`config.mk`:
```
export PLATFORM = sky130hd
export DESIGN_NAME = uart_frame_rx
export DESIGN_NICKNAME = d
export VERILOG_FILES = /design/src/rtl/uart_rx_pkg.sv /design/src/rtl/uart_rx_control.sv /design/src/rtl/uart_rx_datapath.sv /design/src/rtl/uart_frame_rx.sv
export SDC_FILE = /design/constraint.sdc
export NUM_CORES = 1
export LEC_CHECK = 0
export BUFFER_PORTS_ARGS = -buffer_cell sky130_fd_sc_hd__buf_2
export CAP_MARGIN = 40
export CORE_ASPECT_RATIO = 0.6
export CORE_MARGIN = 2
export CORE_UTILIZATION = 45
export DETAILED_ROUTE_END_ITERATION = 16
export HOLD_SLACK_MARGIN = 0.05
export PLACE_DENSITY = 0.65
export REMOVE_ABC_BUFFERS = 1
export SLEW_MARGIN = 20
export SYNTH_ARGS = -nofsm -noshare
export SYNTH_HDL_FRONTEND = slang
export SYNTH_SLANG_ARGS = --single-unit
```
`constraint.sdc`:
```
create_clock -name clk -period 4.4 [get_ports clk]
set_input_delay 0.22 -clock clk [delete_from_list [all_inputs] [get_ports clk]]
set_output_delay 0.22 -clock clk [all_outputs]
set_load 0.01 [all_outputs]
```
`src/rtl/uart_rx_pkg.sv`:
```
package uart_rx_pkg;

  localparam int DATA_W  = 8;
  localparam int MIN_LEN = 5;

  typedef enum logic [2:0] {
    RX_IDLE,
    RX_START,
    RX_DATA,
    RX_PARITY,
    RX_STOP
  } rxState_t;

  // strobes from control to datapath
  typedef struct packed {
    logic clearShift;
    logic shiftBit;
    logic takeParity;
    logic finish;
  } rxStrobes_t;

endpackage

```
`src/rtl/uart_rx_control.sv`:
```
module uart_rx_control
  import uart_rx_pkg::*;
#(
  parameter int OVERSAMPLE = 16
) (
  input  logic       clk,
  input  logic       rstN,
  input  logic       sampleTick,
  input  logic       rxS,
  input  logic       fallEdge,
  input  logic [1:0] wordLenCode,
  input  logic       parityOn,
  output rxStrobes_t strobes
);

  localparam int TICK_W = $clog2(OVERSAMPLE);
  localparam int BIT_W  = $clog2(DATA_W);
  localparam logic [TICK_W-1:0] MID_TICK  = TICK_W'(OVERSAMPLE / 2 - 1);
  localparam logic [TICK_W-1:0] LAST_TICK = TICK_W'(OVERSAMPLE - 1);

  rxState_t          state;
  logic [TICK_W-1:0] tickCnt;
  logic [BIT_W-1:0]  bitCnt;
  logic [BIT_W-1:0]  lastIdx;
  logic              midHit;
  logic              startHit;

  assign lastIdx  = BIT_W'(MIN_LEN - 1) + BIT_W'(wordLenCode);
  assign midHit   = sampleTick && (tickCnt == LAST_TICK);
  assign startHit = sampleTick && (tickCnt == MID_TICK);

  always_comb begin
    strobes            = '0;
    strobes.clearShift = (state == RX_START) && startHit;
    strobes.shiftBit   = (state == RX_DATA) && midHit;
    strobes.takeParity = (state == RX_PARITY) && midHit;
    strobes.finish     = (state == RX_STOP) && midHit;
  end

  always_ff @(posedge clk) begin
    if (!rstN) begin
      state   <= RX_IDLE;
      tickCnt <= '0;
      bitCnt  <= '0;
    end else begin
      unique case (state)
        RX_IDLE: begin
          tickCnt <= '0;
          bitCnt  <= '0;
          if (fallEdge) state <= RX_START;
        end
        RX_START: begin
          if (startHit) begin
            tickCnt <= '0;
            state   <= rxS ? RX_IDLE : RX_DATA;
          end else if (sampleTick) begin
            tickCnt <= tickCnt + 1'b1;
          end
        end
        RX_DATA: begin
          if (midHit) begin
            tickCnt <= '0;
            if (bitCnt == lastIdx) state <= parityOn ? RX_PARITY : RX_STOP;
            else bitCnt <= bitCnt + 1'b1;
          end else if (sampleTick) begin
            tickCnt <= tickCnt + 1'b1;
          end
        end
        RX_PARITY: begin
          if (midHit) begin
            tickCnt <= '0;
            state   <= RX_STOP;
          end else if (sampleTick) begin
            tickCnt <= tickCnt + 1'b1;
          end
        end
        RX_STOP: begin
          if (midHit) begin
            tickCnt <= '0;
            state   <= RX_IDLE;
          end else if (sampleTick) begin
            tickCnt <= tickCnt + 1'b1;
          end
        end
        default: state <= RX_IDLE;
      endcase
    end
  end

endmodule

```
`src/rtl/uart_rx_datapath.sv`:
```
module uart_rx_datapath
  import uart_rx_pkg::*;
#(
  parameter int SYNC_STAGES = 2
) (
  input  logic              clk,
  input  logic              rstN,
  input  logic              rxLine,
  input  logic [1:0]        wordLenCode,
  input  logic              parityOn,
  input  logic              parityKind,
  input  logic              parityStick,
  input  rxStrobes_t        strobes,
  output logic              rxS,
  output logic              fallEdge,
  output logic [DATA_W-1:0] rxData,
  output logic              rxValid,
  output logic              parityErr,
  output logic              frameErr
);

  localparam int SHIFT_W = $clog2(DATA_W) + 1;

  logic [SYNC_STAGES-1:0] syncChain;
  logic                   rxPrev;
  logic [DATA_W-1:0]      shiftReg;
  logic                   parBit;
  logic [SHIFT_W-1:0]     shiftAmt;
  logic [DATA_W-1:0]      aligned;
  logic                   expectPar;
  logic                   parMismatch;

  always_ff @(posedge clk) begin
    if (!rstN) begin
      syncChain <= '1;
      rxPrev    <= 1'b1;
    end else begin
      syncChain <= {syncChain[SYNC_STAGES-2:0], rxLine};
      rxPrev    <= syncChain[SYNC_STAGES-1];
    end
  end

  assign rxS      = syncChain[SYNC_STAGES-1];
  assign fallEdge = rxPrev && !rxS;

  always_ff @(posedge clk) begin
    if (!rstN) begin
      shiftReg <= '0;
      parBit   <= 1'b0;
    end else begin
      if (strobes.clearShift)    shiftReg <= '0;
      else if (strobes.shiftBit) shiftReg <= {rxS, shiftReg[DATA_W-1:1]};
      if (strobes.takeParity)    parBit <= rxS;
    end
  end

  assign shiftAmt    = SHIFT_W'(DATA_W - MIN_LEN) - SHIFT_W'(wordLenCode);
  assign aligned     = shiftReg >> shiftAmt;
  assign expectPar   = parityStick ? !parityKind
                                   : (parityKind ? ^aligned : !(^aligned));
  assign parMismatch = parBit ^ expectPar;

  always_ff @(posedge clk) begin
    if (!rstN) begin
      rxData    <= '0;
      rxValid   <= 1'b0;
      parityErr <= 1'b0;
      frameErr  <= 1'b0;
    end else begin
      rxValid   <= strobes.finish;
      parityErr <= strobes.finish && parityOn && parMismatch;
      frameErr  <= strobes.finish && !rxS;
      if (strobes.finish) rxData <= aligned;
    end
  end

endmodule

```
`src/rtl/uart_frame_rx.sv`:
```
module uart_frame_rx
  import uart_rx_pkg::*;
#(
  parameter int OVERSAMPLE  = 16,
  parameter int SYNC_STAGES = 2
) (
  input  logic       clk,
  input  logic       rstN,
  input  logic       sampleTick,
  input  logic       rxLine,
  input  logic [1:0] wordLenCode,
  input  logic       parityOn,
  input  logic       parityKind,
  input  logic       parityStick,
  output logic [7:0] rxData,
  output logic       rxValid,
  output logic       parityErr,
  output logic       frameErr
);

  rxStrobes_t strobes;
  logic       rxS;
  logic       fallEdge;

  uart_rx_control #(.OVERSAMPLE(OVERSAMPLE)) u_control (
    .clk         (clk),
    .rstN        (rstN),
    .sampleTick  (sampleTick),
    .rxS         (rxS),
    .fallEdge    (fallEdge),
    .wordLenCode (wordLenCode),
    .parityOn    (parityOn),
    .strobes     (strobes)
  );

  uart_rx_datapath #(.SYNC_STAGES(SYNC_STAGES)) u_datapath (
    .clk         (clk),
    .rstN        (rstN),
    .rxLine      (rxLine),
    .wordLenCode (wordLenCode),
    .parityOn    (parityOn),
    .parityKind  (parityKind),
    .parityStick (parityStick),
    .strobes     (strobes),
    .rxS         (rxS),
    .fallEdge    (fallEdge),
    .rxData      (rxData),
    .rxValid     (rxValid),
    .parityErr   (parityErr),
    .frameErr    (frameErr)
  );

endmodule

```
======== Word level (Yosys, flattened, before mapping) ========
Cells that the tools add are included.
Widths: inputs -> output; s select.
cells by class
  add/subtract/negate cells ............... 4
  equal/unequal tests ..................... 14
  shifts and indexed selects .............. 1
  muxes and demuxes ....................... 18
  bitwise gates (word level) .............. 2
  reduce and logical (&&, ||, !) cells .... 21
operators with widths
  kind                 count
  $mux 3               9
  $pmux 3 s5           1
  $mux 4               3
  $pmux 4 s3           1
  $logic_and 1x1->1    10
  $ne 2x1->1 const B   4
  $reduce_xor 8->1     1
  $shr 8x4->8          1
  $eq 3x2->1 const B   2
  $ne 2x2->1 const B   3
  $pmux 3 s2           1
  $reduce_and 6->1     1
  $add 4x1->4 const B  1
  $eq 4x3->1 const B   1
  $eq 4x4->1 const B   1
  $add 3x1->3 const B  1
  $add 3x2->3 const A  1
  $eq 3x1->1 const B   1
  $eq 3x3->1           1
  $eq 3x3->1 const B   1
  $logic_not 1->1      3
  $logic_not 3->1      1
  $reduce_and 3->1     1
  $reduce_bool 3->1    1
  other kinds (8)      9
word-level totals
  register bits ........................... 33
  input bits .............................. 9
  output and inout bits ................... 11
  logic and storage cells ................. 71

======== Longest topological paths before layout ========
Gate-level depths: netlist of run 1.
  depth after elaboration ................. 8
  gate-level depth with buffers ........... 8
  gate-level depth less buffers ........... 7

======== Modules after synthesis ========
From an unflattened synthesis of run 1, not the netlist that was laid out.
second synthesis, totals
  cells, all modules ...................... 197
  area, all modules ....................... 1808.0 µm²
by module, submodules not included
  module            times used  cells an instance  area each (µm²)  sequential area each (µm²)
  uart_rx_datapath  1           104                1088.5           460.4
  uart_rx_control   1           93                 719.4            200.2

======== Least setup slack after synthesis of run 1 ========
No wires, ideal clock.
  kind .................................... reg2reg
  start ................................... register u_datapath.shiftReg[4]
  end ..................................... register u_datapath.parityErr
  library setup time ...................... 0.079 ns
  arrival time ............................ 2.134 ns
  data required time ...................... 4.321 ns
  slack ................................... 2.187 ns
  cell stages (with the launch flop) ...... 8
  path buffers ............................ 1
  period minus slack after synthesis ...... 2.213 ns
  path through ............................ dfxtp_1 > buf_2 > mux4_1 > xnor2_1 > xnor2_1 > xnor3_1 > or3_1 > a211oi_2
on the way
  longest elaborated chain between the ends .. 7
ends and longest elaborated chain
  element                 line                    RTL
  from (decl)             uart_rx_datapath.sv:26  logic [DATA_W-1:0] shiftReg;
  from (signal assigned)  uart_rx_datapath.sv:52  else if (strobes.shiftBit) shiftReg <= {rxS, shiftReg[DATA_W-1:1]};
  $shr 8x4->8 (*)         uart_rx_datapath.sv:58  assign aligned = shiftReg >> shiftAmt;
  $reduce_xor 8->1 (*)    uart_rx_datapath.sv:60  : (parityKind ? ^aligned : !(^aligned));
  $logic_not 1->1         uart_rx_datapath.sv:60
  $mux 1 (*)              uart_rx_datapath.sv:60
  $mux 1 (*)              uart_rx_datapath.sv:59  assign expectPar = parityStick ? !parityKind
  $xor 1x1->1 (*)         uart_rx_datapath.sv:61  assign parMismatch = parBit ^ expectPar;
  $logic_and 1x1->1 (*)   uart_rx_datapath.sv:71  parityErr <= strobes.finish && parityOn && parMismatch;
  to (signal assigned)    uart_rx_datapath.sv:71
  to (decl)               uart_rx_datapath.sv:18  output logic parityErr,
Every way passes the cells marked *; elsewhere a longest branch is shown, timed or not.
A chain may end at the register's enable or synchronous reset.

======== Final worst setup path of run 1 ========
  start ................................... register u_datapath.shiftReg[6]
  end ..................................... register u_datapath.parityErr
Same word-level chain as after synthesis.

==> results of run 1 <==
==> per-layer routing <==
layer	vias to the layer above	GRT usage	share of wire
li1	694	-	-
met1	662	0.2399	0.52
met2	34	0.2573	0.42
met3	4	0.05079	0.052
met4	0	0.06452	0.0095
met5	-	0	0
==> registers in the layout, indices dropped and copies added, names as in the netlist <==
name / count
u_datapath.frameErr: 1
u_datapath.rxPrev: 1
u_control.state: 3
u_control.tickCnt: 4
u_datapath.syncChain: 2
u_control.bitCnt: 3
u_datapath.shiftReg: 8
u_datapath.rxData: 8
u_datapath.parBit: 1
u_datapath.parityErr: 1
u_datapath.rxValid: 1
==> final timing paths <==
check                                             start  slack [ns]  depth (start not counted)                 endpoint
worst min register to register  u_datapath.syncChain[0]        0.43                          1  u_datapath.syncChain[1]
worst max-delay path             u_datapath.shiftReg[6]        1.99                          6     u_datapath.parityErr
worst max register to register   u_datapath.shiftReg[6]        1.99                          6     u_datapath.parityErr
worst min-delay path                             rxLine        0.12                          2  u_datapath.syncChain[0]
==> power breakdown <==
group	switching (uW)	leakage (uW)	total, uW	internal [uW]
Sequential	2.65	0.000266	303	301
Clock	106	0.0000585	291	185
Combinational	15.1	0.000444	26.7	11.6
Total	124	0.000769	621	497
==> metrics by stage <==
stage                     area (um^2)  hold WS (ns)
final                            1949        0.1215
after global routing             1949        0.1396
after CTS                        1942        0.1194
after detailed placement         1826        0.4152
after global placement           1826        0.3919
after floorplan                  1657        0.2930
==> worst register-to-register path: cells and delay by family (launching register included) <==
kind             cells  cell delay [ns]
AO/OA/AOI/OAI        1             0.22
AND/OR/NAND/NOR      1             0.34
XOR/XNOR             3             0.78
flip-flops           1             0.42
multiplexers         1             0.57
==> cell type report <==
type                            instances  area share
Clock buffer                            7     0.04429
Clock inverter                          1     0.01540
Inverter                                5    0.009628
Multi-Input combinational cell        138      0.5013
Sequential cell                        33      0.3389
Tap cell                               47     0.03017
Timing Repair Buffer                   22     0.06033
==> cells in the final DEF, fill, tap and decap left out, drive strengths merged, types with 2 or more instances in the layout <==
cell type	instances
clkbuf	8
a21boi	6
buf	21
nand2	19
xnor2	8
ha	2
o21ai	4
a21oi	4
or3	2
xor2	4
nand2b	6
dfxtp	33
nor3	6
nand3	6
mux2i	13
nor2	22
a211oi	3
inv	5
nor2b	4
mux4	4
o21a	2
and2	2
nand4	4
==> logic make-up after synthesis <==
group | share of synthesized area
AO/OA/AOI/OAI | 0.1166
multiplexers | 0.1326
buffers and inverters | 0.04592
adder cells (fa/ha/maj) | 0.01457
AND/OR/NAND/NOR | 0.2311
flip-flops | 0.3848
XOR/XNOR | 0.07434
==> reports/results.txt, run 1 <==
The flow ran to the end, and the final reports show no timing, DRC or antenna violations. The share of the yosys chip area belonging to registers came out at 0.3848. The most numerous cell in the Yosys netlist is sky130_fd_sc_hd__dfxtp_1. The area share of the largest cell type after synthesis was 0.3848. After layout, the design draws a total of 620.8 uW.

The tree is rooted in a sky130_fd_sc_hd__clkbuf_8. The logs give 0.1731 for the global router's overall resource usage and 0.4692 for the initial cell density of the core. The later pin in the worst-skew pair is clocked with a latency of 0.28 ns.

In the final routed layout, each cell accounts on average for 13.80 um. Summed over all layers, the global routing overflow is 0. In the synthesized netlist the dominant register cell turns out to be sky130_fd_sc_hd__dfxtp_1.

The logs give 0 for the final number of hold-violating endpoints and 0 for the number of instances resized during post-cts repair. TritonCTS built the clock tree. The run gives 189 as the synthesized instance count. The max-cap violation count is 0. Routability-driven placement finished with a final weighted congestion of 0.8803. For this run, the top clock speed supported by timing is 0.4155 GHz. Yosys attributes the largest share of cell area to sky130_fd_sc_hd__dfxtp_1 38%, sky130_fd_sc_hd__mux2i_1 7.6%, sky130_fd_sc_hd__nor2_1 4.8%. The logs give 21 for the pin count of the biggest net entering global routing and 0.6686 for the worst slew margin relative to its limit. For this design, the CTS-stage hold fixing added 0 buffers.

The mean post-synth cell area is 9.083 um^2, and the synthesis-to-layout area growth is 13.56%. The tools report the number of antenna repair diodes as 0. After detailed routing, the number of remaining DRC violations is 0. OpenSTA, run right after detailed placement, puts the worst setup slack at 1.878 ns. The wire length of the first global-routing pass is 5899 um. The initial antenna violation count is 0.

For this run, the post-layout net count is 216. The detail route stage leaves a number of antenna-violating nets equal to 0. The worst path needs 2.407 ns of the cycle, external delays included.

The first detailed-routing pass ran for 4 iterations. For the final design utilization, the log shows 0.5328. The clock tree synthesis step divided the H-tree into 2 levels. The final-report setup violation count was 0.

The critical path goes through mux4_1 -> xnor2_1 -> xnor2_1 -> xnor3_1 -> or3_1 -> a211oi_2. The final period utilization was 0.5470. The run gives 17 as the site row count. The finished layout holds 253 standard cells, fillers aside. The worst setup path is of the flip-flop to flip-flop kind.

The leakage power of the design is 0.0007690 uW. Including well taps, the total number of placed cells is 244. In the synthesized netlist, the cells that appear most often are 33 x sky130_fd_sc_hd__dfxtp_1, 22 x sky130_fd_sc_hd__nor2_1, 19 x sky130_fd_sc_hd__nand2_1, 13 x sky130_fd_sc_hd__mux2i_1, 8 x sky130_fd_sc_hd__xnor2_1.

The number of warnings issued by yosys was 0; the fraction of final layout cells with drive strength greater than 1 was 0.1650. The post-synthesis async set-or-reset flop share was 0; the total buffers and inverters traversed by the critical path was 0. Once detailed placement completed, the half-perimeter wirelength came to 2574 um. Setup repair after global routing left no endpoint under its margin. The slew at the pin closest to its max-slew limit is 0.4964 ns. The clock passes through at most 2 buffers. Total power per unit cell area: 318.5 nW/um^2. The register bit count reported by yosys was 33.

The cell class contributing the biggest share of worst-path delay is XOR/XNOR gates. Setup total negative slack on the finished layout was measured at 0 ns. In this run, the number of DRC markers left after iteration 0 of detailed routing was 113. Library cell appearing most often on the critical path: sky130_fd_sc_hd__xnor2_1. 20 I/O pins were placed. The die covers 4341 um^2. Summing all multi-input logic gate instances after layout gives 977.2 um^2. The tools report the kind of end point of the critical path as a flip-flop. The run gives 1270 as the number of global-route vias before repair. The tools report the TritonCTS buffer count as 5.

Summed over all instances, the cell type with the most area after synthesis is sky130_fd_sc_hd__dfxtp_1. Once the clock tree was built, the setup fixing pass inserted 0 buffers. For this design, the sink count on the clock tree is 33.

The number of pins with negative max-slew slack in the final report came out at 0. The port buffer count is 19. The kind of path behind the tightest hold check was input port to flip-flop. The die outline width was 83.74 um; the setup skew after layout was 0.008044 ns. Setup slack on the critical path of the routed design comes to 1.993 ns.

The core region is 3659 um^2. The tools report the critical path data required time as 4.60 ns. Detailed routing inserted a total of 1394 vias. After clock tree synthesis, the clock-pin slew on the worst setup and hold paths is 0.07 ns.

The synthesized netlist occupies a cell area of 1717 um^2. Largest voltage drop on the vdd net: 0.2150 mV. The number of vias per cell after detailed routing is 5.510. The top fanout value on the critical path came out at 12. STA classifies the critical path startpoint as a flip-flop.

The die is 51.84 um tall. The netlist uses 45 different library cells. The slowest stage of the critical path belongs to the cell sky130_fd_sc_hd__mux4_1. Wires add up to 3492 um. Number of flops mapped to enable cells by yosys: 0. The longest individual stage delay on the worst path is 0.57 ns, and the filler cell count in the final layout is 353. The register area is 660.6 um^2.

The run gives 2.61 ns as the worst path arrival time.
Note: power is estimated with default switching activity, not from simulation.
==> inputs of run 2 (changes only) <==
clock period = 2.41 ns   (was 4.4 ns; I/O delays follow)
==> run 2 against run 1 <==
Compared with the run above: power up 65%; count of clock-buffer cells in the layout stayed put; via count shrank 1.4%; wire length is 0.37% higher; setup slack got worse by 1.9 ns; largest cell class unchanged.
==> reports/results.txt, run 2 (synthesis gave the netlist of run 1 again) <==
For the worst path arrival time, the log shows 2.51 ns (-0.10 ns). Number of vias per cell after detailed routing: 5.309 (-3.6%). The signal on the critical path passes through mux4_1 -> xnor2_1 -> xnor2_1 -> xnor3_1 -> or3_1 -> a211oi_2.

The logs give 0 ns (unchanged) for the total negative slack and 5 (unchanged) for the TritonCTS buffer count. The number of global-route vias before repair was 1211 (-4.6%). Total power per unit cell area: 520.0 nW/um^2 (+63%). The launch instance of the worst min-delay path was parityOn. The run gives 0.0007897 uW (+2.7%) as the leakage power of the design. Relative to the synthesized area, the layout overhead comes to 15.01%. In this design, the critical path's most frequently occurring cell is sky130_fd_sc_hd__xnor2_1. The clock-pin slew on the worst setup and hold paths is 0.07 ns (about the same), and the number of instances resized during post-cts repair is 0 (unchanged). For the setup skew after layout, the log shows 0.006844 ns (-0.001201 ns). For the final design utilization, the log shows 0.5397 (+0.006840).

The worst-case clock buffer depth is 2 (unchanged), and the number of H-tree levels is 2 (unchanged). The worst slew margin relative to its limit is 0.6696 (+0.0009500), and the global router's overall resource usage is 0.1789 (+0.005819). The most common cell after layout, fill and taps aside is sky130_fd_sc_hd__dfxtp_1.

For the sink count of the clock tree, the log shows 33 (unchanged). Top fanout value on the critical path: 9 (-3). The largest registers in the layout are u_datapath.rxData (8), u_datapath.shiftReg (8), u_control.tickCnt (4). The longest individual stage delay on the worst path was 0.57 ns (about the same). The total buffers and inverters traversed by the critical path works out to 0 (unchanged).

The number of pins with negative max-slew slack in the final report was 0 (unchanged). Tracing the worst setup path back leads to its startpoint at u_datapath.shiftReg[5]. The wire length of the first global-routing pass was 5865 um (-0.58%).

The tools report the startpoint type of the worst setup path as a flip-flop. The pin count of the biggest net entering global routing is 21 (unchanged). On the critical path, the stage with the largest delay is an instance of sky130_fd_sc_hd__mux4_1. The die area came out at 4341 um^2 (unchanged).

The logs give 0.4692 (unchanged) for the initial cell density of the core and 88 (-22%) for the number of DRC violations after detailed-routing iteration 0. Max-cap violation count: 0 (unchanged). The detailed-route wire length is 3505 um (+0.37%). The port buffer count was 19 (unchanged). CTS placed an instance of sky130_fd_sc_hd__clkbuf_8 at the clock tree root. The die outline width works out to 83.74 um (unchanged).

The post-detailed-route count of antenna-violating nets is 0 (unchanged), and the number of non-filler instances in the completed layout is 259 (+2.4%). The kind of cell with the highest combined delay along the critical path is XOR/XNOR gates. The post-layout minimum cycle time was 2.300 ns (-0.1073 ns); the number of top-level pins was 20 (unchanged). The slew at the pin closest to its max-slew limit is 0.4950 ns (-0.001423 ns). The detailed placement HPWL is 2520 um (-2.1%). The worst setup path is captured at a flip-flop.

The kind of path behind the tightest hold check is input port to flip-flop. Initial antenna violation count: 0 (unchanged). The top cell types in the final layout, fill and taps aside, are 33 x sky130_fd_sc_hd__dfxtp_1, 22 x sky130_fd_sc_hd__nor2_1, 19 x sky130_fd_sc_hd__nand2_1, 19 x sky130_fd_sc_hd__buf_2, 13 x sky130_fd_sc_hd__mux2i_1. TritonCTS built the clock tree. The final-stage net count was 223 (+3.2%); the final routed wire length divided by cell count was 13.53 um (-2.0%). The setup path with the least slack is of type flip-flop to flip-flop. The final-report setup violation count was 0 (unchanged).

The flow ran to the end, and the final reports show no timing, DRC or antenna violations. The final number of hold-violating endpoints is 0 (unchanged). The fraction of final layout cells with drive strength greater than 1 works out to 0.1840 (+0.01891). The run gives 0 (unchanged) as the number of remaining DRC errors. The overall die height was 51.84 um (unchanged); the detailed-route via count was 1375 (-1.4%). The final period utilization is 0.9542 (+0.4072). The tools report the clock latency at the later pin of the worst-skew pair as 0.28 ns (about the same).

The tools report the largest voltage drop on the vdd net as 0.3342 mV (+55%). The tools report the critical path data required time as 2.62 ns (-1.98 ns). The logs give 0.8246 (-6.3%) for the placer congestion estimate and 4 (unchanged) for the number of detailed-routing iterations run before antenna repair. In this run the critical register-to-register path is launched from u_datapath.shiftReg[5]. Hold slack: 0.1399 ns (+0.01841 ns). The logs give 0.4349 GHz (+4.7%) for the highest clock rate and 0 (unchanged) for the total congestion overflow after global routing.

The site row count came out at 17 (unchanged). The number of cells after detailed placement was 251 (+2.9%). The number of antenna repair diodes is 0 (unchanged).

Setup repair after global routing left no endpoint under its margin. Core region area: 3659 um^2 (unchanged).
## run 2: layer usage
layer / vias to the layer above / wire [um] / GRT usage
met3: 5 / 193 / 0.05714
met5: - / 0 / 0
met2: 41 / 1364 / 0.2360
met1: 625 / 1896 / 0.2624
met4: 0 / 51 / 0.08065
li1: 704 / - / -
## run 2: path summary, 6_finish.rpt
kind	cells past startpoint	slack, ns	end
worst max register to register	6	0.11	u_datapath.parityErr
worst min-delay path	3	0.14	u_datapath.parityErr
worst max-delay path	6	0.11	u_datapath.parityErr
worst min register to register	1	0.42	u_datapath.syncChain[1]
## run 2: stage by stage
step / cell area (um^2) / setup WS [ns] / total power, uW
CTS: 1974 / 0.1194 / 1041
floorplan: 1657 / 0.08878 / 589.3
detailed placement: 1878 / 0.1499 / 620.2
global route: 1974 / 0.03072 / 1080
global placement: 1878 / 0.2071 / 617.8
finish: 1974 / 0.1104 / 1027
## run 2: final cells by class
| type | instances | area, um^2 |
|---|---|---|
| clock buffer | 7 | 86.33 |
| fill | 349 | 1684 |
| sequential | 33 | 660.6 |
| multi-input combinational | 138 | 977.2 |
| timing repair buffer | 29 | 172.7 |
| inverter | 5 | 18.77 |
| tap | 47 | 58.81 |
## run 2: report_power, final
group	leakage (uW)	internal, uW	switching (uW)
Clock	0.0000443	226	191
Sequential	0.000266	549	2.28
Combinational	0.000479	25.6	32.6
Total	0.000790	801	226
## run 2: worst reg2reg max path, cell delays in order, from the launching register on
cell and delay [ns]:
sky130_fd_sc_hd__dfxtp_1 0.38, sky130_fd_sc_hd__mux4_1 0.57, sky130_fd_sc_hd__xnor2_1 0.21, sky130_fd_sc_hd__xnor2_1 0.17, sky130_fd_sc_hd__xnor3_1 0.35, sky130_fd_sc_hd__or3_1 0.33
sky130_fd_sc_hd__a211oi_2 0.21
## run 2: timing repair
action,4_1_cts,5_1_grt
endpoints found under the hold margin,1,0
hold buffers,1,0
buffers inserted,0,0
